**src/rtl/pwm_out_pkg.sv**
```systemverilog
package pwm_out_pkg;
    typedef enum logic [1:0] {
        BRK_TOGGLE = 2'd0,
        BRK_KEEP   = 2'd1,
        BRK_LOW    = 2'd2,
        BRK_HIGH   = 2'd3
    } brake_act_e;

    typedef enum logic [1:0] {
        DT_IDLE  = 2'd0,
        DT_COUNT = 2'd1,
        DT_PASS  = 2'd2
    } dt_state_e;
endpackage

```
**src/rtl/pwm_deadtime.sv**
```systemverilog
module pwm_deadtime
    import pwm_out_pkg::*;
#(
    parameter int CNT_W = 11
) (
    input  logic             clk,
    input  logic             rst_n,
    input  logic             raw,
    input  logic             bypass,
    input  logic [CNT_W-1:0] target,
    output logic             dt_out
);
    dt_state_e        state_q, state_d;
    logic [CNT_W-1:0] cnt_q, cnt_d;
    logic             no_delay;
    logic [CNT_W:0]   cnt_inc;

    assign no_delay = bypass || (target == '0);
    assign cnt_inc  = {1'b0, cnt_q} + 1'b1;

    always_ff @(posedge clk or negedge rst_n) begin
        if (!rst_n) begin
            state_q <= DT_IDLE;
            cnt_q   <= '0;
        end else begin
            state_q <= state_d;
            cnt_q   <= cnt_d;
        end
    end

    always_comb begin
        state_d = state_q;
        cnt_d   = cnt_q;
        unique case (state_q)
            DT_IDLE: begin
                cnt_d = '0;
                if (raw) begin
                    if (no_delay || target == CNT_W'(1)) begin
                        state_d = DT_PASS;
                    end else begin
                        state_d = DT_COUNT;
                        cnt_d   = CNT_W'(1);
                    end
                end
            end
            DT_COUNT: begin
                if (!raw) begin
                    state_d = DT_IDLE;
                    cnt_d   = '0;
                end else if (no_delay || cnt_inc >= {1'b0, target}) begin
                    state_d = DT_PASS;
                end else begin
                    cnt_d = cnt_inc[CNT_W-1:0];
                end
            end
            DT_PASS: begin
                if (!raw) state_d = DT_IDLE;
            end
            default: state_d = DT_IDLE;
        endcase
    end

    always_comb begin
        dt_out = raw && (no_delay || state_q == DT_PASS);
    end

    // with a nonzero delay, the output never rises in the first clock of a raw pulse
    assert_dt_no_early_rise_R4: assert property (@(posedge clk) disable iff (!rst_n)
        (dt_out && !no_delay) |-> $past(raw));
endmodule

```
**src/rtl/pwm_chan_mux.sv**
```systemverilog
module pwm_chan_mux
    import pwm_out_pkg::*;
(
    input  logic       clk,
    input  logic       rst_n,
    input  logic       dt_level,
    input  logic       brake,
    input  logic [1:0] brake_act,
    input  logic       mask_en,
    input  logic       mask_lvl,
    input  logic       pol_inv,
    input  logic       out_en,
    output logic       pin
);
    logic normal_lvl, sel_lvl, held_q;

    always_comb begin
        normal_lvl = mask_en ? mask_lvl : dt_level;
        sel_lvl    = normal_lvl;
        if (brake) begin
            unique case (brake_act_e'(brake_act))
                BRK_TOGGLE: sel_lvl = ~held_q;
                BRK_KEEP:   sel_lvl = held_q;
                BRK_LOW:    sel_lvl = 1'b0;
                BRK_HIGH:   sel_lvl = 1'b1;
            endcase
        end
    end

    always_ff @(posedge clk or negedge rst_n) begin
        if (!rst_n) begin
            held_q <= 1'b0;
            pin    <= 1'b0;
        end else begin
            if (!brake) held_q <= normal_lvl;
            pin <= (sel_lvl ^ pol_inv) & out_en;
        end
    end

    assert_disabled_low_R7: assert property (@(posedge clk) disable iff (!rst_n)
        !out_en |=> !pin);
    assert_brake_low_R10: assert property (@(posedge clk) disable iff (!rst_n)
        (brake && brake_act == 2'd2 && out_en && !pol_inv) |=> !pin);
    assert_brake_high_R10: assert property (@(posedge clk) disable iff (!rst_n)
        (brake && brake_act == 2'd3 && out_en && !pol_inv) |=> pin);
    assert_brake_keep_R11: assert property (@(posedge clk) disable iff (!rst_n)
        (brake && $past(brake) && brake_act == 2'd1 && $past(brake_act) == 2'd1
         && $stable(pol_inv) && $stable(out_en)) |=> $stable(pin));
endmodule

```
**src/rtl/pwm_out_stage.sv**
```systemverilog
module pwm_out_stage
    import pwm_out_pkg::*;
#(
    parameter int DT_W          = 8,
    parameter int DT_PRESC_LOG2 = 3
) (
    input  logic            clk,
    input  logic            rst_n,
    input  logic            wave_in,
    input  logic            brake_active,
    input  logic            comp_mode,
    input  logic            dt_enable,
    input  logic            dt_presc_en,
    input  logic [DT_W-1:0] dt_count,
    input  logic [1:0]      out_enable,
    input  logic [1:0]      polarity_inv,
    input  logic [1:0]      mask_en,
    input  logic [1:0]      mask_level,
    input  logic [3:0]      brake_act,
    output logic [1:0]      pin_out
);
    localparam int NCH   = 2;
    localparam int CNT_W = DT_W + DT_PRESC_LOG2;

    logic [NCH-1:0]   raw_wave, dt_wave;
    logic [CNT_W-1:0] dt_target;
    logic             dt_bypass;

    assign raw_wave[0] = wave_in;
    assign raw_wave[1] = comp_mode ? ~wave_in : wave_in;
    assign dt_bypass   = !comp_mode || !dt_enable;
    assign dt_target   = dt_presc_en ? (CNT_W'(dt_count) << DT_PRESC_LOG2)
                                     : CNT_W'(dt_count);

    for (genvar ch = 0; ch < NCH; ch++) begin : g_ch
        pwm_deadtime #(.CNT_W(CNT_W)) u_dt (
            .clk    (clk),
            .rst_n  (rst_n),
            .raw    (raw_wave[ch]),
            .bypass (dt_bypass),
            .target (dt_target),
            .dt_out (dt_wave[ch])
        );
        pwm_chan_mux u_mux (
            .clk       (clk),
            .rst_n     (rst_n),
            .dt_level  (dt_wave[ch]),
            .brake     (brake_active),
            .brake_act (brake_act[2*ch +: 2]),
            .mask_en   (mask_en[ch]),
            .mask_lvl  (mask_level[ch]),
            .pol_inv   (polarity_inv[ch]),
            .out_en    (out_enable[ch]),
            .pin       (pin_out[ch])
        );
    end

    assert_comp_pair_R3: assert property (@(posedge clk) disable iff (!rst_n)
        (comp_mode && !dt_enable && !brake_active && mask_en == 2'b00
         && out_enable == 2'b11 && polarity_inv == 2'b00) |=> (pin_out[0] != pin_out[1]));
    assert_indep_same_R2: assert property (@(posedge clk) disable iff (!rst_n)
        (!comp_mode && !brake_active && mask_en == 2'b00
         && out_enable == 2'b11 && polarity_inv == 2'b00) |=> (pin_out[0] == pin_out[1]));
endmodule

```
**config.mk**
```make
export PLATFORM = sky130hd
export DESIGN_NAME = pwm_out_stage
export DESIGN_NICKNAME = d
export VERILOG_FILES = /design/src/rtl/pwm_out_pkg.sv /design/src/rtl/pwm_deadtime.sv /design/src/rtl/pwm_chan_mux.sv /design/src/rtl/pwm_out_stage.sv
export SDC_FILE = /design/constraint.sdc
export NUM_CORES = 1
export LEC_CHECK = 0
export ABC_AREA = 1
export BUFFER_PORTS_ARGS = -buffer_cell sky130_fd_sc_hd__buf_2
export CORE_UTILIZATION = 50
export CTS_BUF_LIST = sky130_fd_sc_hd__clkbuf_4 sky130_fd_sc_hd__clkbuf_8 sky130_fd_sc_hd__clkbuf_16
export CTS_CLUSTER_SIZE = 14
export DETAILED_ROUTE_END_ITERATION = 6
export PLACE_DENSITY = 0.69
export SYNTH_ARGS = -nofsm -noshare
export SYNTH_HDL_FRONTEND = slang
export SYNTH_SLANG_ARGS = --single-unit
```
**constraint.sdc**
```tcl
create_clock -name clk -period 2.9 [get_ports clk]
set_clock_uncertainty 0.2 [all_clocks]
set_input_delay 0.145 -clock clk [delete_from_list [all_inputs] [get_ports clk]]
set_output_delay 0.145 -clock clk [all_outputs]
set_load 0.02 [all_outputs]
```
==> results of run 1 <==
[what timing repair did]
action	4_1_cts	5_1_grt
resized for setup	0	21
hold buffers	9	0
endpoints found under the setup margin	0	25
endpoints found under the hold margin	35	0
[power by group]
part	switching (µW)	total [µW]	internal [µW]
clock	163	416	252
combinational	181	291	110
sequential	15.3	452	437
total	360	1160	800
[layout by cell type (no fill, tap or decap), types with 2 or more instances in the layout]
| cell | count |
|---|---|
| dfrtp_1 | 30 |
| nand4_1 | 27 |
| nor2_4 | 2 |
| inv_1 | 57 |
| a21o_1 | 2 |
| xor2_2 | 2 |
| nand2_4 | 2 |
| clkbuf_8 | 5 |
| nor3_1 | 3 |
| o21ai_0 | 10 |
| ha_1 | 23 |
| nand2_1 | 137 |
| xor2_1 | 9 |
| o211ai_1 | 2 |
| buf_4 | 11 |
| nor2_2 | 8 |
| a21oi_1 | 15 |
| nor3_2 | 4 |
| nand2_2 | 10 |
| buf_2 | 28 |
| clkinv_2 | 2 |
| dlygate4sd3_1 | 9 |
| nand3_1 | 22 |
| xnor2_1 | 4 |
| o21a_1 | 2 |
| inv_2 | 2 |
| nand3_2 | 3 |
| nor2_1 | 33 |
[per-stage QoR]
step / worst slack [ps] / hold slack [ps] / total power, µW / setup TNS (ps)
CTS: 37.5 / 44.9 / 1160 / 0
global route: -5.36 / 80.6 / 1230 / -5.36
finish: 171 / 52.7 / 1160 / 0
global placement: 89.0 / 15.8 / 722 / 0
detailed placement: 49.4 / 28.6 / 726 / 0
floorplan: 390 / -351 / 657 / 0
[final cells by class]
class	instances	area, µm²	area share [%]
clock buffers	5	68.8	2.08
clock inverters	3	40.0	1.21
well taps	70	87.6	2.64
multi-input cells	325	1830	55.1
inverters	60	228	6.87
flip-flops and latches	30	751	22.7
repair buffers	48	313	9.44
[critical path: stages, from the launching register on]
cell and delay [ps]:
dfrtp_1 430, inv_1 120, nor2_4 160, nand3_2 120, nor2_4 160, nand2_1 100
xor2_2 160, ha_1 290, a21oi_1 200, nor2_1 80, nor3_2 250, buf_4 190
nand4_1 120, nand2_1 90
[registers in the layout, indices dropped and copies added, names as in the netlist]
name and count:
g_ch.u_dt.cnt_q 22, g_ch.u_dt.state_q 4, g_ch.u_mux.held_q 2, g_ch.u_mux.pin 2
[path summary, 6_finish.rpt]
path / start / to / slack, ps / cells after the start
min reg2reg: g_ch[0].u_dt.cnt_q[8] / g_ch[0].u_dt.cnt_q[8] / 310 / 2
max reg2reg: g_ch[0].u_dt.cnt_q[0] / g_ch[0].u_dt.cnt_q[6] / 170 / 13
max: g_ch[0].u_dt.cnt_q[0] / g_ch[0].u_dt.cnt_q[6] / 170 / 13
max in group asynchronous: rst_n / g_ch[0].u_dt.cnt_q[0] / 1830 / 2
min: mask_level[0] / g_ch[0].u_mux.held_q / 50 / 4
min in group asynchronous: rst_n / g_ch[1].u_dt.cnt_q[3] / 220 / 2
[logic make-up after synthesis]
group	synth area share [%]
simple gates	39.9
fa+ha+maj	10.7
buf+inv	10.9
xor+xnor	5.01
compound gates	6.58
flops	26.8
[per-layer routing]
layer,up-vias,global-route usage (%),part of all wire (%)
met5,-,0,0
met1,1230,29.6,47
met4,0,7.88,1.3
met2,33,43.3,49
met3,9,3.21,2.4
li1,1449,-,-
==> impl_metrics.yaml, run 1 <==
run_status:
  status: "complete, no violations"
floorplanning:
  core-area_um2: 5240
  dieArea_um2: 5900
  die_w_um: 76.8
  die_h_um: 76.8
  start_util_pct: 53.4
  num_rows: 26
  pin_count: 29
synth:
  ys_top_cells_by_count: "nand2_1, inv_1, nor2_1"
  synth_area_leaders: "dfrtp_1, nand2_1, ha_1"
  synth_cell_types: 27
  seq_area_frac_synth_pct: 26.8
  async_flop_share_pct: 100
  synth_ff_type: "dfrtp_1"
  synth.most_common_cell: "nand2_1"
  synth_top_area_cell: "dfrtp_1"
  synth.cell_area_um2: 2800
  syn_avg_cell_area_um2: 6.56
  ys.warnings.count: 0
  synth_top_area_share_pct: 26.8
  synthCells: 426
  synth_edf_count: 0
  synth_nets: 477
  synth_seq_cells: 30
clock_network:
  cts_buffers: 5
  h-tree-depth: 2
  clockBufferDepth: 2
  clock-sinks: 30
  clk_latency_ps: 290
  post_cts.repair.setup_buffers: 0
  tritoncts: "done"
  clk_pin_slew_worst_paths_ps: 70
  cts-root-buf: "clkbuf_8"
timing:
  drv_slew: 0
  hold_viol_final: 0
  setup_violations: 0
  tightest_slew_ps: 671
  fmax_mhz: 366
  slew-limit-headroom_pct: 55.3
  fin_crit_sh_pct: 94.1
  fin_crit_ps: 2730
critical_path:
  cp.required_ps: 2920
  crit_type: "register to register"
  worstPathArrival_ps: 2750
  end_kind: "register"
  crit_fanout: 5
  start_kind: "register"
pwr:
  power_density_nw_per_um2: 350
  ir_worst_vdd_uv: 301
  p_leak_uw: 0.00191
drt:
  wl_per_cell_um: 12.3
  vias: 2721
  avgViaCountPerCell: 5.03
  drt_wl_total_um: 6670
  route.detailed.drc: 0
  drt_iter0_markers: 149
  ant_nets: 0
  drt-pass1-iter-count: 4
cells_and_area:
  diodes: 0
  postLayoutCellArea_um2: 3310
  nFillCells: 499
  final_util_pct: 63.3
  drive_gt1_share_pct: 18.0
  fin_nets: 521
  synthToLayoutAreaGrowth_pct: 18.5
  fin_cells: 541
placement:
  place_inst: 523
  placed_area_um2: 3020
  portBuffers: 28
  dp_hpwl_um: 5210
  gp_congestion: 0.898
global_routing:
  grt_pass1_wl_um: 11400
  antenna_found_initial: 0
  grt-ovfl-total: 0
  grt_start_max_net_pins: 31
  grt_pass1_vias: 2649
  grt.total_usage_pct: 24.2
flow_run:
  cap_viol_max_count: 0
min_path:
  hp-class: "primary input to register"
Power figures use the tool's default switching activity.
==> inputs of run 2 (changes only) <==
--- a/config.mk
+++ b/config.mk
@@ -7,11 +7,14 @@
 export LEC_CHECK = 0
 export ABC_AREA = 1
 export BUFFER_PORTS_ARGS = -buffer_cell sky130_fd_sc_hd__buf_2
-export CORE_UTILIZATION = 50
+export CAP_MARGIN = 40
+export CELL_PAD_IN_SITES_DETAIL_PLACEMENT = 1
+export CELL_PAD_IN_SITES_GLOBAL_PLACEMENT = 1
+export CORE_UTILIZATION = 42
 export CTS_BUF_LIST = sky130_fd_sc_hd__clkbuf_4 sky130_fd_sc_hd__clkbuf_8 sky130_fd_sc_hd__clkbuf_16
 export CTS_CLUSTER_SIZE = 14
 export DETAILED_ROUTE_END_ITERATION = 6
-export PLACE_DENSITY = 0.69
+export PLACE_DENSITY_LB_ADDON = 0.1
 export SYNTH_ARGS = -nofsm -noshare
 export SYNTH_HDL_FRONTEND = slang
 export SYNTH_SLANG_ARGS = --single-unit
==> run 2 against run 1 <==
  * The flow now finishes with violations (setup timing)
  * Register-to-register slack lost 230 ps
  * Critical path depth grew 3
  * Combinational power grew 11%
  * Worst hold slack better by 6.1 ps
  * Non-clock buffer count is 5 higher
  * Maximum frequency is 7.8% lower
  * Die area increased by 19%
  * Setup slack got worse by 230 ps
  * Critical path type unchanged
  * Highest routed layer unchanged
==> impl_metrics.yaml, run 2 (synthesis gave the netlist of run 1 again) <==
cells_and_area:
  regMostFlops: "g_ch.u_dt.cnt_q"
  diodes: 0
  largest_register_ffs: 22
  drive_gt1_share_pct: 21.4
  final_util_pct: 53.2
  final_common_cell: "nand2_1"
  postLayoutCellArea_um2: 3400
  fin_cells: 553
  fin_nets: 527
  final_cell_mix: "nand2_1, inv_1, nor2_1"
  reg_top3: "g_ch.u_dt.cnt_q: 22 flops, g_ch.u_dt.state_q: 4 flops"
  synthToLayoutAreaGrowth_pct: 21.4
clock_network:
  cts_buffers: 5
  clk_latency_ps: 280
  tritoncts: "done"
  clk_pin_slew_worst_paths_ps: 60
  cts-root-buf: "clkbuf_8"
  clockBufferDepth: 2
  clock-sinks: 30
  h-tree-depth: 2
drt:
  wl_per_cell_um: 15.3
  route.detailed.drc: 0
  drt_iter0_markers: 103
  vias: 2933
  avgViaCountPerCell: 5.30
  ant_nets: 0
  drt_wl_total_um: 8470
  drt-pass1-iter-count: 4
global_routing:
  grt_pass1_vias: 2974
  grt-ovfl-total: 0
  antenna_found_initial: 0
  grt_start_max_net_pins: 31
  grt_pass1_wl_um: 13600
  grt.total_usage_pct: 24.0
critical_path:
  cp_num_buf_inv: 1
  crit_type: "register to register"
  slowest_delay_ps: 430
  end_kind: "register"
  crit_chain: "ha_4 -> nand4_1 -> nor2_2 -> nand2_1 -> nor2_1 -> xor2_1 -> ha_1 -> buf_6 -> nand3_2 -> nor2_1 -> nor2_1 -> nand4_1 -> nand2_2 -> nand2_4 -> nand2_1 -> nand2_1"
  slowest_stage: "dfrtp_1"
  worstPathArrival_ps: 2920
  crit_fanout: 6
  cp.required_ps: 2850
  timing.rr.end: "g_ch[0].u_dt.cnt_q[7]"
  reg2regPathDepth: 16
  reg2reg_slack_ps: -60
  start_kind: "register"
  worst-path-stages: 16
  crit_family: "simple AND/OR/NAND/NOR gates"
  worstReg2RegStart: "g_ch[0].u_dt.cnt_q[0]"
flow_run:
  cap_viol_max_count: 0
timing:
  fin_crit_sh_pct: 102
  finalWorstSetupSlack_ps: -60.9
  setup_violations: 1
  slew-limit-headroom_pct: 49.8
  fmax_mhz: 338
  drv_slew: 0
  rsz0062_at_grt: "yes"
  tightest_slew_ps: 753
  fin_crit_ps: 2960
  hold_viol_final: 0
placement:
  placed_area_um2: 3010
  portBuffers: 28
  gp_congestion: 0.807
  place_inst: 528
  pre_cts_slack_ps: -73.7
  dp_hpwl_um: 6530
floorplanning:
  die_w_um: 83.6
  core-area_um2: 6390
  die_h_um: 83.6
  start_util_pct: 43.8
  num_rows: 29
  dieArea_um2: 6990
  pin_count: 29
pwr:
  ir_worst_vdd_uv: 207
  power_density_nw_per_um2: 328
  p_leak_uw: 0.00193
min_path:
  hold_end: "g_ch[1].u_mux.held_q"
  hp-class: "primary input to register"
  hold_path_depth: 4
  hp-start: "mask_level[1]"
run_status:
  status: "finished with violations"
  violations: "setup timing"
-- run 2: cell types whose count changed in the layout (fill, tap and decap cells not counted), sizes merged --
| cell | change |
|---|---|
| buf | +4 |
| bufinv | -1 |
| clkbuf | +3 |
| clkinv | -2 |
| nand2 | +1 |
-- run 2: area by class of cell --
type / instances / area (µm²)
multi-input cells: 326 / 1880
repair buffers: 53 / 360
clock buffers: 7 / 83.8
flip-flops and latches: 30 / 753
fillers: 875 / 2990
inverters: 60 / 225
well taps: 77 / 96.3
-- run 2: worst max-delay path by stage --
stage | start | end | slack (ps)
floorplan | g_ch[0].u_dt.cnt_q[2] | g_ch[0].u_dt.cnt_q[3] | 390
global placement | g_ch[0].u_dt.cnt_q[0] | g_ch[0].u_dt.cnt_q[0] | -40
detailed placement | g_ch[0].u_dt.cnt_q[0] | g_ch[0].u_dt.cnt_q[7] | -70
CTS | g_ch[0].u_dt.cnt_q[0] | g_ch[0].u_dt.cnt_q[7] | 10
global route | g_ch[0].u_dt.cnt_q[0] | g_ch[0].u_dt.cnt_q[7] | -200
finish | g_ch[0].u_dt.cnt_q[0] | g_ch[0].u_dt.cnt_q[7] | -60
-- run 2: worst reg2reg max path: stages, from the launching register on --
cell     delay [ps]
dfrtp_1         430
ha_4            170
nand4_1         180
nor2_2          190
nand2_1          80
nor2_1          120
xor2_1          260
ha_1            330
buf_6           140
nand3_2          60
nor2_1           40
nor2_1           90
nand4_1         100
nand2_2         140
nand2_4         110
nand2_1         110
nand2_1          90
-- run 2: through the flow --
| step | total power (µW) | hold WS (ps) | TNS (ps) |
|---|---|---|---|
| after detailed placement | 737 | 47.6 | -758 |
| after global routing | 1180 | 95.7 | -1540 |
| after floorplan | 657 | -351 | 0 |
| after CTS | 1090 | 58.8 | 0 |
| final | 1110 | 58.7 | -60.9 |
| after global placement | 725 | 38.8 | -316 |
-- run 2: where the power goes --
part	internal, µW	switching, µW
clock network	184	152
logic	119	204
registers	437	16.5
-- run 2: layer usage --
layer,GRT usage [%],up-vias,routed length [µm]
met5,0,-,0
met4,6.01,0,126
li1,-,1465,-
met2,44.8,35,4580
met1,28.8,1420,3610
met3,3.26,13,160
-- run 2: what timing repair did --
action                                 CTS  global route
endpoints found under the hold margin   35             0
buffers inserted                         1             6
resized for setup                        2            35
setup endpoints to repair               12            26
pin swaps                                1             9
gates cloned                             0             2
hold buffers                             9             0
